## config.mk

```make
export PLATFORM = sky130hd
export DESIGN_NAME = fastlock_ctrl
export DESIGN_NICKNAME = d
export VERILOG_FILES = /design/src/rtl/fl_pkg.sv /design/src/rtl/fl_shift_in.sv /design/src/rtl/fl_fast_timer.sv /design/src/rtl/fl_regs.sv /design/src/rtl/fastlock_ctrl.sv
export SDC_FILE = /design/constraint.sdc
export NUM_CORES = 1
export LEC_CHECK = 0
export BUFFER_PORTS_ARGS = -buffer_cell sky130_fd_sc_hd__buf_4
export CAP_MARGIN = 20
export CORE_UTILIZATION = 45
export DETAILED_ROUTE_END_ITERATION = 10
export PLACE_DENSITY = 0.68
export SYNTH_ARGS = -nofsm -noshare
export SYNTH_HDL_FRONTEND = slang
export SYNTH_SLANG_ARGS = --single-unit
```

## constraint.sdc

```tcl
create_clock -name clk -period 2.8 [get_ports clk]
set_clock_uncertainty 0.2 [all_clocks]
set_input_delay 0.28 -clock clk [delete_from_list [all_inputs] [get_ports clk]]
set_output_delay 0.28 -clock clk [all_outputs]
set_load 0.005 [all_outputs]
```

## src/rtl/fl_pkg.sv

```systemverilog
package fl_pkg;
  parameter int DATA_W = 22;
  parameter int ADDR_W = 2;
  parameter int WORD_W = DATA_W + ADDR_W;
  parameter int NREG   = 1 << ADDR_W;
  parameter int CODE_W = 3;
  parameter int TMR_W  = 4;
  parameter int CNT_W  = TMR_W + 2;
  parameter int GAIN_BIT = 19;

  localparam int A_REF  = 0;
  localparam int A_DIV  = 1;
  localparam int A_FUNC = 2;
  localparam int A_INIT = 3;

  typedef struct packed {
    logic [1:0]        psel;
    logic              pd_sync;
    logic [CODE_W-1:0] code_fast;
    logic [CODE_W-1:0] code_norm;
    logic [TMR_W-1:0]  tmr;
    logic [1:0]        fl_en;
    logic              cp_off;
    logic              cp_pos;
    logic [2:0]        ld_sel;
    logic              pd_async;
    logic              ctr_clr;
  } func_t;
endpackage

```

## src/rtl/fl_shift_in.sv

```systemverilog
module fl_shift_in
  import fl_pkg::*;
(
  input  logic              clk,
  input  logic              rst_n,
  input  logic              sclk,
  input  logic              sdat,
  input  logic              sle,
  output logic [WORD_W-1:0] word,
  output logic              word_vld
);
  logic sclk_d, sclk_p, sdat_d, sle_d, sle_p;
  logic [WORD_W-1:0] sh;

  always_ff @(posedge clk or negedge rst_n) begin
    if (!rst_n) begin
      sclk_d   <= 1'b0;
      sclk_p   <= 1'b0;
      sdat_d   <= 1'b0;
      sle_d    <= 1'b0;
      sle_p    <= 1'b0;
      sh       <= '0;
      word_vld <= 1'b0;
    end else begin
      sclk_d   <= sclk;
      sclk_p   <= sclk_d;
      sdat_d   <= sdat;
      sle_d    <= sle;
      sle_p    <= sle_d;
      if (sclk_d && !sclk_p && !sle_d)
        sh <= {sh[WORD_W-2:0], sdat_d};
      word_vld <= sle_d && !sle_p;
    end
  end

  assign word = sh;

  // no shifting while the load strobe is high
  a_r10_no_shift_le_high: assert property (@(posedge clk) disable iff (!rst_n)
    sle_d |=> (sh == $past(sh)));

  // one commit per strobe edge
  a_r1_single_commit: assert property (@(posedge clk) disable iff (!rst_n)
    word_vld |=> !word_vld);
endmodule

```

## src/rtl/fl_fast_timer.sv

```systemverilog
module fl_fast_timer
  import fl_pkg::*;
(
  input  logic             clk,
  input  logic             rst_n,
  input  logic             start,
  input  logic             cancel,
  input  logic             tick,
  input  logic [TMR_W-1:0] tmr,
  output logic             active,
  output logic             expire
);
  logic [CNT_W-1:0] cnt;
  logic [CNT_W-1:0] load;
  logic             tick_p;
  logic             tick_rise;

  assign load      = CNT_W'(3) + {tmr, 2'b00};
  assign tick_rise = tick && !tick_p;

  always_ff @(posedge clk or negedge rst_n) begin
    if (!rst_n) begin
      cnt    <= '0;
      active <= 1'b0;
      expire <= 1'b0;
      tick_p <= 1'b0;
    end else begin
      tick_p <= tick;
      expire <= 1'b0;
      if (cancel) begin
        active <= 1'b0;
        cnt    <= '0;
      end else if (start) begin
        cnt    <= load;
        active <= 1'b1;
      end else if (active && tick_rise) begin
        if (cnt == CNT_W'(1)) begin
          active <= 1'b0;
          expire <= 1'b1;
          cnt    <= '0;
        end else begin
          cnt <= cnt - CNT_W'(1);
        end
      end
    end
  end

  // a running interval always has pulses left to count
  a_r5_live_count: assert property (@(posedge clk) disable iff (!rst_n)
    active |-> (cnt != '0));

  // an arming write always (re)starts the interval
  a_r6_start_arms: assert property (@(posedge clk) disable iff (!rst_n)
    (start && !cancel) |=> active);

  // expiry only ends a running interval
  a_r5_expire_ends: assert property (@(posedge clk) disable iff (!rst_n)
    expire |-> (!active && $past(active)));
endmodule

```

## src/rtl/fl_regs.sv

```systemverilog
module fl_regs
  import fl_pkg::*;
(
  input  logic              clk,
  input  logic              rst_n,
  input  logic              wr_vld,
  input  logic [WORD_W-1:0] word,
  input  logic              expire,
  input  logic [ADDR_W-1:0] rd_sel,
  output logic [DATA_W-1:0] rd_data,
  output func_t             fn,
  output logic              gain,
  output logic              hold,
  output logic              start,
  output logic              cancel
);
  logic [DATA_W-1:0] regs [NREG];
  logic [ADDR_W-1:0] wa;
  logic [DATA_W-1:0] wd;
  logic [NREG-1:0]   we;
  logic              last_init;

  assign wa = word[ADDR_W-1:0];
  assign wd = word[WORD_W-1:ADDR_W];

  for (genvar g = 0; g < NREG; g++) begin : g_we
    assign we[g] = wr_vld && (wa == ADDR_W'(g));
  end

  always_ff @(posedge clk or negedge rst_n) begin
    if (!rst_n) begin
      for (int i = 0; i < NREG; i++) regs[i] <= '0;
      last_init <= 1'b0;
      hold      <= 1'b0;
    end else begin
      for (int i = 0; i < NREG; i++) begin
        if (we[i])
          regs[i] <= wd;
        else if (i == A_DIV && expire)
          regs[i][GAIN_BIT] <= 1'b0;
      end
      if (we[A_FUNC]) last_init <= 1'b0;
      if (we[A_INIT]) last_init <= 1'b1;
      if (we[A_INIT]) hold <= 1'b1;
      else if (we[A_DIV]) hold <= 1'b0;
    end
  end

  assign fn      = func_t'(last_init ? regs[A_INIT] : regs[A_FUNC]);
  assign gain    = regs[A_DIV][GAIN_BIT];
  assign start   = we[A_DIV] && wd[GAIN_BIT] && (fn.fl_en == 2'b11);
  assign cancel  = we[A_INIT];
  assign rd_data = regs[rd_sel];

  // an initialization write holds the pump off
  a_r7_init_holds: assert property (@(posedge clk) disable iff (!rst_n)
    we[A_INIT] |=> hold);

  // expiry clears the gain bit unless a divider write lands with it
  a_r5_expire_clears: assert property (@(posedge clk) disable iff (!rst_n)
    (expire && !we[A_DIV]) |=> !gain);

  // the reference register changes only when it is written
  a_r2_ref_stable: assert property (@(posedge clk) disable iff (!rst_n)
    !we[A_REF] |=> $stable(regs[A_REF]));
endmodule

```

## src/rtl/fastlock_ctrl.sv

```systemverilog
module fastlock_ctrl
  import fl_pkg::*;
(
  input  logic              clk,
  input  logic              rst_n,
  input  logic              ser_clk,
  input  logic              ser_dat,
  input  logic              ser_le,
  input  logic              pfd_tick,
  input  logic [ADDR_W-1:0] rd_sel,
  output logic [DATA_W-1:0] rd_data,
  output logic [CODE_W-1:0] cp_code,
  output logic              cp_hiz,
  output logic              cp_pol,
  output logic              ctr_rst,
  output logic              fast_on,
  output logic [1:0]        pre_sel,
  output logic [2:0]        ld_sel,
  output logic              pd_sync,
  output logic              pd_async
);
  logic [WORD_W-1:0] word;
  logic              word_vld;
  func_t             fn;
  logic              gain, hold, start, cancel, expire;

  fl_shift_in u_shift (
    .clk(clk), .rst_n(rst_n), .sclk(ser_clk), .sdat(ser_dat), .sle(ser_le),
    .word(word), .word_vld(word_vld)
  );

  fl_regs u_regs (
    .clk(clk), .rst_n(rst_n), .wr_vld(word_vld), .word(word), .expire(expire),
    .rd_sel(rd_sel), .rd_data(rd_data), .fn(fn), .gain(gain), .hold(hold),
    .start(start), .cancel(cancel)
  );

  fl_fast_timer u_timer (
    .clk(clk), .rst_n(rst_n), .start(start), .cancel(cancel), .tick(pfd_tick),
    .tmr(fn.tmr), .active(fast_on), .expire(expire)
  );

  assign cp_code  = gain ? fn.code_fast : fn.code_norm;
  assign cp_hiz   = fn.cp_off | hold;
  assign ctr_rst  = fn.ctr_clr | hold;
  assign cp_pol   = fn.cp_pos;
  assign pre_sel  = fn.psel;
  assign ld_sel   = fn.ld_sel;
  assign pd_sync  = fn.pd_sync;
  assign pd_async = fn.pd_async;
endmodule

```

[Yosys cells after proc, flatten, opt, wreduce, memory -nomap -nowiden]
Cells that the tools add are included.
Storage, ports and cells
  logic and storage cells: 74
  flip-flop bits (word level): 129
  bits of input ports: 8
  output and inout bits: 36
Cells by class
  mux-type cells: 23
  reductions and logical operators: 22
  bitwise gates (word level): 3
  $lt $le $gt $ge: 1
  add/subtract/negate cells: 2
  eq/ne operators: 5
Operators with widths (count)
  22-bit 2-to-1 mux: 3
  22-bit binary-select mux with 2-bit select: 1
  6-bit 2-to-1 mux: 4
  1-bit 2-to-1 mux: 14
  1-bit logical AND: 11
  2-bit by 6-bit adder with 6-bit output, first input constant: 1
  2-bit equality test, second input constant: 3
  6-bit by 1-bit equality test with 1-bit output, second input constant: 1
  2-bit nonzero test: 3
  3-bit nonzero test: 2
  6-bit by 1-bit subtractor with 6-bit output, second input constant: 1
  1-bit zero test: 4
  3-bit >= comparator, second input constant: 1
  3-bit 2-to-1 mux: 1
  2-bit inverter with 3-bit output: 1
  2-bit by 1-bit equality test with 1-bit output, second input constant: 1
  2-bit zero test: 1
  1-bit OR: 2
  2-bit AND reduction: 1

[Longest topological paths before layout]
  depth in word-level cells: 6
  gate-level depth with buffers: 6
  depth with buffers taken out: 6

[Hierarchy]
From an unflattened synthesis, not the netlist that was laid out.
Unflattened totals
  cell total of the unflattened synthesis: 360
  area, all modules: 5821.8 µm²
By module, submodules not included
  fl_regs: instances 1, seq. area each 2252.2 µm², area each 4186.5 µm², cells each 248
  fl_shift_in: instances 1, seq. area each 750.7 µm², area each 1068.5 µm², cells each 58
  fl_fast_timer: instances 1, seq. area each 225.2 µm², area each 520.5 µm², cells each 49
  fastlock_ctrl: instances 1, seq. area each 0.0 µm², area each 46.3 µm², cells each 5

[Least setup slack after synthesis]
OpenSTA, ideal clock, no wires.
  kind: register -> register
  start point: register u_shift.sh[0], in the netlist u_shift.word[0]
  end point: register u_regs.regs[67] in the netlist's numbering
  buffers on the path: 2
  setup time: 125 ps
  period minus slack after synthesis: 1732 ps
  path slack: 1068 ps
  arrival time: 1407 ps
  required time: 2475 ps
  cell stages (with the launch flop): 5
  cell sequence: dfrtp_1 -> buf_6 -> nor3b_1 -> buf_4 -> mux2_2
Between the ends
  cells in the longest elaborated chain, start to end: 2
Ends and longest elaborated chain
  start, declared: RTL line fl_shift_in.sv:13  | logic [WORD_W-1:0] sh;
  start signal, assigned: RTL line fl_shift_in.sv:31  | sh <= {sh[WORD_W-2:0], sdat_d};
  2-bit zero test: RTL line fl_regs.sv:27  | assign we[g] = wr_vld && (wa == ADDR_W'(g));
  1-bit logical AND: RTL line fl_regs.sv:27
  end signal, assigned by index: RTL line fl_regs.sv:38  | regs[i] <= wd;
  end, declared: RTL line fl_regs.sv:17  | logic [DATA_W-1:0] regs [NREG];
Every way passes these cells.
A chain may end at the register's enable or synchronous reset.

[Worst setup path after layout]
  start point: register u_regs.last_init
  end point: output port pre_sel[1]
Between the ends
  cells in the longest elaborated chain, start to end: 1
Ends and longest elaborated chain
  start, declared: RTL line fl_regs.sv:21  | logic last_init;
  start signal, assigned: RTL line fl_regs.sv:33  | last_init <= 1'b0;
  start signal, assigned: RTL line fl_regs.sv:42  | if (we[A_FUNC]) last_init <= 1'b0;
  start signal, assigned: RTL line fl_regs.sv:43  | if (we[A_INIT]) last_init <= 1'b1;
  22-bit 2-to-1 mux: RTL line fl_regs.sv:49  | assign fn = func_t'(last_init ? regs[A_INIT] : regs[A_FUNC]);
  end, declared: RTL line fastlock_ctrl.sv:17  | output logic [1:0] pre_sel,
Every way passes these cells.

==> summary.txt <==
critical path launch point type = flip-flop
cell mode on critical path = buf_4
Leak Pwr = 0.003301 uW
grt peak-use layer = met2
post-CTS sizing = 0
Starting DRT DRC Count = 111
Crit. Startpoint = u_regs.last_init
# hold bufs at CTS = 5
max-cap violations = 0
endpoint class of the critical path = output pin
Filler cells = 999
Yosys top cell area share = 56.88%
detailed-router iteration count before antenna repair = 4
routing usage on met1 = 26.87%
Final Cycle Share = 81.71%
clock latency on the worst-skew pair = 0.41 ns
largest area contributor in the synthesized netlist = dfrtp_1
final setup vio count = 0
Power Dens Cells = 806.4 mW/mm2
clk slew on worst S/H paths = 0.05 ns
Hold Path Origin = u_shift.sclk_d
crit path DAT = 1.81 ns
Buffers on Ports = 43
Final Hold Fails = 0
Final Critical Period = 2.288 ns
CP required = 2.32 ns
asr flop ratio synth = 100.0%
critical path type = flip-flop to output pin
root buffer cell = clkbuf_16
GRT Overall Usage = 19.37%
Synth area leaders = dfrtp_1, mux2_2, mux4_2
hold crit path type = flip-flop to flip-flop
Seq/Total Area, Yosys = 56.88%
number of synthesized register bits = 129
TNS Setup = 0 ns
Synth-to-Final Area Change = 20.39%
max reg flops = 87
multi-input logic area = 0.002325 mm2
post-route ant nets = 0
largest net degree at the start of global routing = 51
I/O pin cnt = 44
Die Height = 114.3 um
Main synth FF type = dfrtp_1
first-pass GRT wire length = 18770 um
library cells used by synthesis = 30
initial antenna violation count = 0
Synth top cells by count = dfrtp_1, mux2_2, mux4_2, buf_2, nand2_1
Synthesized Nets = 368
Overflow after GRT = 0
cell at the slowest stage of the critical path = dfrtp_1
Core ar. = 0.01216 mm2
most numerous cell in the Yosys netlist = dfrtp_1
Peak Freq = 0.4371 GHz
GPL Wtd Cong = 0.6970
cell family with most CP delay = flip-flops
CTS H-Tree Depth = 4
pre-CTS WS = 0.7591 ns
Crit path largest cell delay = 0.61 ns
Via-to-Cell Ratio = 5.461
CTS max path bufs = 2
Row Count = 40
EDFF count, synth = 0
clock sinks = 129
mean area per synthesized cell = 15.85 um2
YS warnings = 0
outcome = finished, final reports clean
VDD IR-drop max = 636.5 uV
antenna cells = 0
r2r startpoint = u_shift.word[0]
grt met3 use = 4.870%
RSZ-0062 raised after global routing = false
synthesized instance count = 358
number of setup buffers added after CTS = 0
Setup WS post-layout = 0.5121 ns
Initial Util = 46.67%
share of layout cells above drive strength 1 = 54.55%
vias in the first global route = 3537
most flop-heavy register = u_regs.regs
register area = 0.003228 mm2
nets = 426
wire length after detailed routing = 11040 um
Synth Area in Adders = 0.4409%
number of buffers created by CTS = 17
met2 global-route usage = 29.41%
dpl hpwl = 7099 um
measured slew at the worst slew-check pin = 0.7037 ns
Synth Area in Compound Gates = 1.852%
max_slew headroom = 53.09%
drt drc = 0
total die area = 0.01307 mm2
Post-Synth Simple-Gate Area = 3.858%
Crit Path Max Fanout = 10
CTS tree = yes
XOR/XNOR share of the synthesized area = 0%
Slew Limit Fails = 0
CP Buf/Inv Count = 2
DR WL/cell = 18.49 um
Critical Path, Cell by Cell = buf_4, mux2_2, buf_4
chip width = 114.3 um
largest family of logic cells by synthesized area = multiplexers
mux cell area share after synthesis = 34.61%
via count = 3260
Synth Cell Area = 0.005675 mm2
==> per-stage QoR <==
stage               cell area [um2]  power [uW]  instances  hold WS, ns  utilization (%)
finish                         6833        5510        597       0.1861            56.18
global route                   6833        5789        597       0.2111            56.18
CTS                            6833        5565        597       0.1870            56.18
detailed placement             6201        3417        560      0.09619            50.99
global placement               6201        3381        560       0.1019            50.99
floorplan                      5675        2992        358      -0.2156                -
==> layout by cell type (no fill, tap or decap), drive strengths merged, types with 4 or more instances in the layout <==
master / count
clkbuf: 21
nor2: 5
nand3b: 4
dlygate4sd3: 5
mux2i: 5
clkinv: 8
mux4: 25
buf: 54
a21oi: 5
mux2: 120
nor2b: 4
dfrtp: 129
nand2: 11
==> cell families (layout without fill, tap and decap cells) <==
logic type	after synthesis	in the layout
and+or+nand+nor	39	39
muxes	150	150
buffers and inverters	22	93
AOI/OAI and AO/OA	16	16
DFF	129	129
adders and majority gates	2	2
==> power by group <==
part           leakage [uW]  internal [uW]  switching [uW]
registers           0.00174           2140             271
clock network      0.000292           1370             761
logic               0.00126            578             391
==> per-layer routing <==
layer  vias to the layer above  part of all wire, %
li1                       1457                    -
met1                      1730                   47
met2                        56                   48
met3                        17                  3.5
met4                         0                  1.5
met5                         -                    0
==> path summary, 6_finish.rpt <==
check	end	slack [ns]	depth (start not counted)
hold reg to reg	u_shift.sclk_p	0.19	0
setup reg to reg	u_timer.cnt[5]	0.76	5
min in group asynchronous	u_regs.regs[36]	0.21	2
max in group asynchronous	u_regs.regs[66]	1.28	3
hold / removal	u_shift.sclk_p	0.19	0
setup / recovery	pre_sel[1]	0.51	3
==> area by class of cell <==
cell class | count | share of cell area, %
Clock buffer | 21 | 6.885
Clock inverter | 11 | 1.630
Inverter | 2 | 0.1099
Multi-Input combinational cell | 207 | 34.02
Sequential cell | 129 | 47.24
Tap cell | 168 | 3.076
Timing Repair Buffer | 59 | 7.032
Note: power is estimated with default switching activity, not from simulation.
